**src/rtl/eag_pkg.sv**
```systemverilog
package eag_pkg;
  typedef enum logic [3:0] {
    M_IMM   = 4'd0,
    M_RDIR  = 4'd1,
    M_MDIR  = 4'd2,
    M_RIND  = 4'd3,
    M_PDEC  = 4'd4,
    M_IDX   = 4'd5,
    M_MIND  = 4'd6,
    M_MPOST = 4'd7,
    M_MPRE  = 4'd8,
    M_PCREL = 4'd9
  } mode_e;

  typedef enum logic [1:0] {S_IDLE, S_REQ, S_RSP, S_OUT} st_e;

  // byte count for a size or scale code: 1, 2, 4, 4
  function automatic logic [2:0] code_bytes(input logic [1:0] code);
    case (code)
      2'd0:    code_bytes = 3'd1;
      2'd1:    code_bytes = 3'd2;
      default: code_bytes = 3'd4;
    endcase
  endfunction

  function automatic logic [1:0] code_shift(input logic [1:0] code);
    case (code)
      2'd0:    code_shift = 2'd0;
      2'd1:    code_shift = 2'd1;
      default: code_shift = 2'd2;
    endcase
  endfunction
endpackage

```
**src/rtl/eag_sext.sv**
```systemverilog
module eag_sext #(
  parameter int IW = 16,
  parameter int OW = 32
) (
  input  logic [IW-1:0] d,
  output logic [OW-1:0] q
);
  generate
    if (OW > IW) begin : g_ext
      assign q = {{(OW-IW){d[IW-1]}}, d};
    end else begin : g_cut
      assign q = d[OW-1:0];
    end
  endgenerate
endmodule

```
**src/rtl/eag_front.sv**
```systemverilog
module eag_front
  import eag_pkg::*;
#(
  parameter int AW = 32
) (
  input  logic [3:0]    mode,
  input  logic [AW-1:0] field,
  input  logic [AW-1:0] base,
  input  logic [AW-1:0] index,
  input  logic [AW-1:0] pc,
  input  logic [1:0]    scale,
  input  logic [1:0]    size,
  input  logic [AW-1:0] disp1,
  output logic [AW-1:0] val,
  output logic [AW-1:0] scaled,
  output logic          ind,
  output logic          imm,
  output logic          post,
  output logic          pdec
);
  logic [AW-1:0] step;
  logic [AW-1:0] base_d1;

  assign scaled  = index << code_shift(scale);
  assign step    = AW'(code_bytes(size));
  assign base_d1 = base + disp1;

  always_comb begin
    val  = field;
    ind  = 1'b0;
    imm  = 1'b0;
    post = 1'b0;
    pdec = 1'b0;
    case (mode)
      M_RDIR, M_MDIR: val = field;
      M_RIND:  val = base;
      M_PDEC:  begin val = base - step; pdec = 1'b1; end
      M_IDX:   val = base_d1 + scaled;
      M_PCREL: val = pc + disp1 + scaled;
      M_MIND:  begin val = base_d1; ind = 1'b1; end
      M_MPOST: begin val = base_d1; ind = 1'b1; post = 1'b1; end
      M_MPRE:  begin val = base_d1 + scaled; ind = 1'b1; end
      default: begin val = field; imm = 1'b1; end
    endcase
  end
endmodule

```
**src/rtl/eag_ctrl.sv**
```systemverilog
module eag_ctrl
  import eag_pkg::*;
(
  input  logic clk,
  input  logic rst_n,
  input  logic req_valid,
  input  logic ind,
  input  logic mem_req_ready,
  input  logic mem_rsp_valid,
  input  logic out_ready,
  output logic req_ready,
  output logic mem_req_valid,
  output logic out_valid,
  output logic take_req,
  output logic take_rsp
);
  st_e st, nx;

  assign req_ready     = (st == S_IDLE);
  assign mem_req_valid = (st == S_REQ);
  assign out_valid     = (st == S_OUT);
  assign take_req      = req_ready & req_valid;
  assign take_rsp      = (st == S_RSP) & mem_rsp_valid;

  always_comb begin
    nx = st;
    case (st)
      S_IDLE: if (req_valid) nx = ind ? S_REQ : S_OUT;
      S_REQ:  if (mem_req_ready) nx = S_RSP;
      S_RSP:  if (mem_rsp_valid) nx = S_OUT;
      S_OUT:  if (out_ready) nx = S_IDLE;
      default: nx = S_IDLE;
    endcase
  end

  always_ff @(posedge clk or negedge rst_n) begin
    if (!rst_n) st <= S_IDLE;
    else        st <= nx;
  end
endmodule

```
**src/rtl/ea_gen.sv**
```systemverilog
module ea_gen
  import eag_pkg::*;
#(
  parameter int AW = 32,
  parameter int DW = 16
) (
  input  logic          clk,
  input  logic          rst_n,
  input  logic          req_valid,
  output logic          req_ready,
  input  logic [3:0]    req_mode,
  input  logic [AW-1:0] req_field,
  input  logic [AW-1:0] req_base,
  input  logic [AW-1:0] req_index,
  input  logic [AW-1:0] req_pc,
  input  logic [1:0]    req_scale,
  input  logic [1:0]    req_size,
  input  logic [DW-1:0] req_disp1,
  input  logic [DW-1:0] req_disp2,
  output logic          mem_req_valid,
  input  logic          mem_req_ready,
  output logic [AW-1:0] mem_req_addr,
  input  logic          mem_rsp_valid,
  input  logic [AW-1:0] mem_rsp_data,
  output logic          out_valid,
  input  logic          out_ready,
  output logic [AW-1:0] out_value,
  output logic          out_is_addr,
  output logic          wb_valid,
  output logic [AW-1:0] wb_data
);
  logic [AW-1:0] d1x, d2x;
  logic [AW-1:0] f_val, f_scaled;
  logic          f_ind, f_imm, f_post, f_pdec;
  logic          take_req, take_rsp;

  logic [AW-1:0] val_q, d2_q, padd_q, wbd_q;
  logic          addr_q, wb_q;

  eag_sext #(.IW(DW), .OW(AW)) u_sx1 (.d(req_disp1), .q(d1x));
  eag_sext #(.IW(DW), .OW(AW)) u_sx2 (.d(req_disp2), .q(d2x));

  eag_front #(.AW(AW)) u_front (
    .mode(req_mode), .field(req_field), .base(req_base), .index(req_index),
    .pc(req_pc), .scale(req_scale), .size(req_size), .disp1(d1x),
    .val(f_val), .scaled(f_scaled), .ind(f_ind), .imm(f_imm),
    .post(f_post), .pdec(f_pdec)
  );

  eag_ctrl u_ctrl (
    .clk(clk), .rst_n(rst_n), .req_valid(req_valid), .ind(f_ind),
    .mem_req_ready(mem_req_ready), .mem_rsp_valid(mem_rsp_valid),
    .out_ready(out_ready), .req_ready(req_ready),
    .mem_req_valid(mem_req_valid), .out_valid(out_valid),
    .take_req(take_req), .take_rsp(take_rsp)
  );

  always_ff @(posedge clk or negedge rst_n) begin
    if (!rst_n) begin
      val_q  <= '0;
      d2_q   <= '0;
      padd_q <= '0;
      wbd_q  <= '0;
      addr_q <= 1'b0;
      wb_q   <= 1'b0;
    end else begin
      wb_q <= take_req & f_pdec;
      if (take_req) begin
        val_q  <= f_val;
        addr_q <= ~f_imm;
        d2_q   <= d2x;
        padd_q <= f_post ? f_scaled : '0;
        if (f_pdec) wbd_q <= f_val;
      end else if (take_rsp) begin
        val_q  <= mem_rsp_data + d2_q + padd_q;
        addr_q <= 1'b1;
      end
    end
  end

  assign mem_req_addr = val_q;
  assign out_value    = val_q;
  assign out_is_addr  = addr_q;
  assign wb_valid     = wb_q;
  assign wb_data      = wbd_q;
endmodule

```
**config.mk**
```make
export PLATFORM = sky130hd
export DESIGN_NAME = ea_gen
export DESIGN_NICKNAME = d
export VERILOG_FILES = /design/src/rtl/eag_pkg.sv /design/src/rtl/eag_sext.sv /design/src/rtl/eag_front.sv /design/src/rtl/eag_ctrl.sv /design/src/rtl/ea_gen.sv
export SDC_FILE = /design/constraint.sdc
export NUM_CORES = 1
export LEC_CHECK = 0
export ABC_AREA = 1
export BUFFER_PORTS_ARGS = -buffer_cell sky130_fd_sc_hd__buf_2
export CAP_MARGIN = 20
export CORE_ASPECT_RATIO = 0.75
export CORE_MARGIN = 2
export CORE_UTILIZATION = 65
export CTS_BUF_LIST = sky130_fd_sc_hd__clkbuf_4 sky130_fd_sc_hd__clkbuf_8
export CTS_CLUSTER_SIZE = 10
export DETAILED_ROUTE_END_ITERATION = 16
export GPL_ROUTABILITY_DRIVEN = 1
export HOLD_SLACK_MARGIN = 0.02
export PLACE_DENSITY = 0.9
export SYNTH_ARGS = -nofsm -noshare
export SYNTH_HDL_FRONTEND = slang
export SYNTH_HIERARCHICAL = 1
export SYNTH_SLANG_ARGS = --single-unit
```
**constraint.sdc**
```tcl
create_clock -name clk -period 7.3 [get_ports clk]
set_input_delay 0.365 -clock clk [delete_from_list [all_inputs] [get_ports clk]]
set_output_delay 0.365 -clock clk [all_outputs]
set_load 0.02 [all_outputs]
```
## Word-level counts from Yosys, hierarchy flattened

Cells that the tools add are included.

- Word-level logic and storage cells: 63
- Register bits: 116
- Output and inout bits: 101

- Reduce and logical (&&, ||, !) cells: 10
- Bitwise logic cells: 3
- Muxes and demuxes: 17
- Add/subtract/negate cells: 7
- Shift-type cells: 1
- Eq/ne operators: 18

Operators with widths:

| cell | count |
|---|---|
| $add 32x32->32 | 6 |
| $pmux 32 s5 | 1 |
| $mux 32 | 3 |
| $shl 32x2->32 | 1 |
| $sub 32x3->32 | 1 |
| $eq 4x3->1 const B | 4 |
| $mux 2 | 5 |
| $reduce_or 9->1 | 1 |
| $eq 4x2->1 const B | 2 |
| $eq 4x4->1 const B | 2 |
| $pmux 2 s4 | 1 |
| $eq 2x1->1 const B | 3 |
| $logic_not 2->1 | 3 |
| $pmux 3 s2 | 1 |
| $mux 1 | 5 |
| $eq 2x2->1 const B | 2 |
| $eq 4x1->1 const B | 1 |
| $ne 2x1->1 const B | 2 |
| $ne 2x2->1 const B | 2 |
| $pmux 2 s2 | 1 |
| $reduce_and 4->1 | 1 |
| $reduce_or 2->1 | 2 |
| $and 1x1->1 | 3 |
| $reduce_or 3->1 | 1 |
| 2 further kinds | 2 |

## Depth between registers and ports, before layout

- Word-level depth: 6
- Mapped depth: 29
- Mapped depth without buffers: 28

## Hierarchy

The synthesis kept the hierarchy.

By module, submodules not included:

| module | sequential area each (um^2) | cells each | area each (um^2) | times used |
|---|---|---|---|---|
| eag_front | 0.0 | 1888 | 10080.9 | 1 |
| ea_gen | 3253.1 | 1013 | 8171.6 | 1 |
| eag_sext | 0.0 | 32 | 240.2 | 2 |
| eag_ctrl | 50.0 | 32 | 209.0 | 1 |

## Least setup slack after synthesis

OpenSTA, ideal clock, no wires.

- Kind: input to register
- From: in req_disp1[0]
- To: reg val_q[19], in the netlist mem_req_addr[19]
- Required time: 7.179 ns
- Path buffers: 1
- Slack: 3.742 ns
- Arrival: 3.437 ns
- Stages: 25
- Cell sequence: buf_4 ha_1 inv_1 fa_1 o21ai_2 nand2_1 nand2_2 nand2_1 nand2_2 nand2_1 nand2_1 nand2_1 and2_1 ha_1 a21oi_1 o21ai_0 a21oi_1 nand3_1 or2_1 nand3_1 nand2_1 nor2_1 nand3_1 a22oi_1 nand2_1

- Cells in the longest elaborated chain, start to end: 4
- Elaborated cells between the ends (all ways): 6

Ends and longest elaborated chain:

| element | RTL line | source |
|---|---|---|
| start: declaration | ea_gen.sv:18 | `input logic [DW-1:0] req_disp1,` |
| $add 32x32->32, on equally long branches | eag_front.sv:26, eag_front.sv:39 |  |
| $add 32x32->32, on equally long branches | eag_front.sv:38, eag_front.sv:42, eag_front.sv:39 |  |
| $pmux 32 s5 * | eag_front.sv:34 | `case (mode)` |
| named net f_val[19] | ea_gen.sv:33 | `logic [AW-1:0] f_val, f_scaled;` |
| $mux 32 * | ea_gen.sv:68 | `if (take_req) begin` |
| end signal: assignment | ea_gen.sv:69 | `val_q <= f_val;` |
| end signal: assignment | ea_gen.sv:75 | `val_q <= mem_rsp_data + d2_q + padd_q;` |
| end: declaration | ea_gen.sv:37 | `logic [AW-1:0] val_q, d2_q, padd_q, wbd_q;` |

The timed path passes the listed nets; every way through them passes the cells marked *.
A chain may end at the register's enable or synchronous reset.

## Final worst setup path

- From: in req_scale[1]
- To: reg val_q[15], in the netlist mem_req_addr[15]

- Cells in the longest elaborated chain, start to end: 6
- Elaborated cells between the ends (all ways): 8

Ends and longest elaborated chain:

| element | RTL line | source |
|---|---|---|
| start: declaration | ea_gen.sv:16 | `input logic [1:0] req_scale,` |
| $eq 2x1->1 / $logic_not 2->1 (equally long branches) | eag_pkg.sv:27 | `case (code)` |
| $pmux 2 s2 * | eag_pkg.sv:27 |  |
| $shl 32x2->32 * | eag_front.sv:24 | `assign scaled = index << code_shift(scale);` |
| named net f_scaled[1] | ea_gen.sv:33 |  |
| $add 32x32->32, on equally long branches | eag_front.sv:38, eag_front.sv:42, eag_front.sv:39 |  |
| $pmux 32 s5 * | eag_front.sv:34 |  |
| named net f_val[15] | ea_gen.sv:33 |  |
| $mux 32 * | ea_gen.sv:68 |  |

Marks and branches as above.

==> impl_metrics.ini <==
[run_status]
outcome = completed

[yosys]
syn_area_sq_mm = 0.0189
synthArstFlopShare = 1.00
ys_seq_area_frac = 0.174
ys_ff_latch = 132
synth_top_area_share = 0.174
synth_warnings = 6
avgSynthCellArea_sq_um = 6.32
synth-edff-count = 0
synthesis.nets = 3399
yosys.area.top_type = dfrtp_1
synthTopCellsByArea = dfrtp_1, nand2_1, inv_1
synth.distinct_cells = 61
synthesis.instances = 2997
synth_ff_type = dfrtp_1

[worst_setup_path]
cp_max_fo = 49
critPathCaptureType = register
worstSetupPathType = in2reg
crit_arrival_ns = 5.12
worstPathRequired_ns = 7.63
startpoint_type = input pin

[placed_design]
placed_area_sq_mm = 0.0201
gp_congestion = 1.10
post-dp-hpwl_um = 59300
portBuffers = 306
pre_cts_slack_ns = 2.33
placedCellCount = 3551

[clock_network]
clk-insertion-delay-late_ns = 0.48
cts_tree = yes
clock_sinks = 132
cts.path.max_buffers = 2
clk_pin_slew_worst_paths_ns = 0.11
root_buffer = clkbuf_8
htree_num_levels = 4
cts_resized = 0
cts_setup_buffers = 0
cts_buffers = 17

[flow_run]
maxCapViolCount = 0

[final_layout]
num-fill-cells = 2417
final_nets = 3583
fin_area_sq_mm = 0.0205
drive_gt1_frac = 0.155
stdcell_count = 3593
final_common_cell = nand2_1
area_growth_pct = 8.47
mostFrequentLayoutCells = nand2_1, inv_1, buf_2, nand3_1, nor2_1

[pwr]
p_sw_frac = 0.569
ir_worst_vdd_mv = 0.282
p_seq_frac = 0.191
p_sw_mw = 3.81
pwr-share-clk = 0.102
leakagePower_nw = 11.3
power.density_mw_per_mm2 = 326
intPower_mw = 2.89
combinationalPowerShare = 0.707

[timing]
fin_setup_tns_ns = 0
setup_viol = 0
post-route-period-util = 0.655
fmaxAchievable_ghz = 0.209
rsz0062_at_grt = no
worst_clock_skew_ns = 0.0162
slew_headroom = 0.329
fin_crit_ns = 4.78
tightestPinTransition_ns = 1.00
final_hold_viol_count = 0
worst_slack_ns = 2.52
slew_viol_final = 0

[drt]
num_vias = 21700
postRouteAntennaNets = 0
first_iter_violations = 3162
wl_per_cell_um = 20.4
drtPass1Iterations = 6
routed_wl_um = 73200
drc_errors = 0
post_drt_via_cell_ratio = 6.05

[floorplanning]
fp.dieW_um = 201
fp-row-count = 54
die_y_um = 152
die-area_sq_mm = 0.0305
start_util = 0.657
io_pins = 307
core_area_sq_mm = 0.0289

[global_routing]
antenna_found_initial = 6
grt_pass1_wl_um = 111000
overflow = 0
grt_usage = 0.470
grt_max_degree = 80
grt_pass1_vias = 20100

[hold_path]
hold_class = in2reg
-- power groups by stage --
stage	clock, mW	combinational, mW	sequential, mW
final	0.686	4.74	1.28
after global routing	0.711	5.13	1.30
after global placement	0	4.33	1.26
after detailed placement	0	4.49	1.27
after CTS	0.675	4.55	1.27
after floorplan	0	3.12	1.39
-- synth_stat cells, types with 4 or more instances --
cell / number
nand3_1: 232
dfrtp_1: 132
o21a_1: 26
inv_2: 16
nand3b_1: 21
nand3_2: 6
a21o_1: 6
o21ai_0: 126
clkbuf_1: 26
o21ai_1: 26
nand2_2: 38
o22ai_1: 8
fa_1: 67
nand4_1: 31
nor2_2: 15
buf_1: 5
a21oi_1: 162
xor2_1: 23
xnor2_1: 18
inv_1: 482
nor2_4: 12
ha_1: 129
nor2_1: 226
or2_2: 7
buf_4: 96
a22oi_1: 22
and2_1: 17
mux2_2: 31
nor3_2: 4
a21oi_2: 4
nor3_1: 30
o21bai_1: 14
o211ai_1: 18
or2_0: 4
nand2_1: 854
or2_1: 6
buf_2: 21
-- path summary, 6_finish.rpt --
check	endpoint	start	depth (start not counted)	slack [ns]
setup / recovery	mem_req_addr[15]	req_scale[1]	22	2.52
hold / removal	d2_q[10]	req_disp2[10]	2	0.11
setup reg to reg	mem_req_addr[29]	d2_q[1]	14	4.36
hold reg to reg	wb_data[10]	wb_data[10]	2	0.49
max in group asynchronous	mem_req_addr[21]	rst_n	4	5.79
min in group asynchronous	d2_q[10]	rst_n	2	0.39
-- metrics by stage --
step                 util  power, mW  hold slack, ns
finish              0.712       6.70           0.105
floorplan               -       4.52          0.0694
CTS                 0.710       6.49           0.107
detailed placement  0.695       5.76           0.345
global route        0.712       7.15          0.0995
global placement    0.695       5.59           0.338
-- cells by family after synthesis --
logic type,Yosys count,share of synthesized area
AOI/OAI and AO/OA,429,0.131
and+or+nand+nor,1513,0.348
muxes,31,0.0184
xor gates and xnor gates,42,0.0198
adders and majority gates,196,0.156
buffers and inverters,654,0.152
DFF,132,0.174
-- metal layers --
| metal | GRT usage | up-vias | part of all wire |
|---|---|---|---|
| li1 | - | 9856 | - |
| met1 | 0.635 | 9782 | 0.39 |
| met5 | 0 | - | 0.00019 |
| met4 | 0.254 | 2 | 0.063 |
| met3 | 0.132 | 319 | 0.15 |
| met2 | 0.683 | 1780 | 0.40 |
-- flip-flops by register name, indices dropped and copies added, names as in the netlist --
register	cells
padd_q	32
d2_q	32
u_ctrl/st	2
mem_req_addr	32
wb_valid	1
out_is_addr	1
wb_data	32
-- layout make-up --
type                    count  area, sq um  share of cell area
well taps                 392          490              0.0239
diodes                      7         17.5            0.000853
repair buffers            317         1660              0.0809
multi-input cells        2211        12800               0.622
clock buffers              18          248              0.0121
flip-flops and latches    132         3300               0.161
clock inverters            14          165             0.00804
inverters                 502         1890              0.0919
-- timing repair --
action,4_1_cts,5_1_grt
setup endpoints to repair,0,0
hold buffers,1,0
endpoints found under the hold margin,53,0
-- worst max-delay path, stage by stage --
cell	delay (ns)
buf_2	0.23
inv_2	0.64
nand2_1	0.47
nand2_1	0.16
o21ai_0	0.10
nor2_1	0.35
fa_1	0.50
ha_1	0.23
fa_1	0.44
nand2_1	0.09
nand2_1	0.07
nand3_1	0.07
nand2_1	0.10
nand3_1	0.10
nand2_1	0.18
or2_0	0.25
nand3_1	0.06
o21ai_1	0.08
nor2_1	0.11
nand3_1	0.15
a22oi_1	0.26
o21ai_1	0.10
Power figures use the tool's default switching activity.
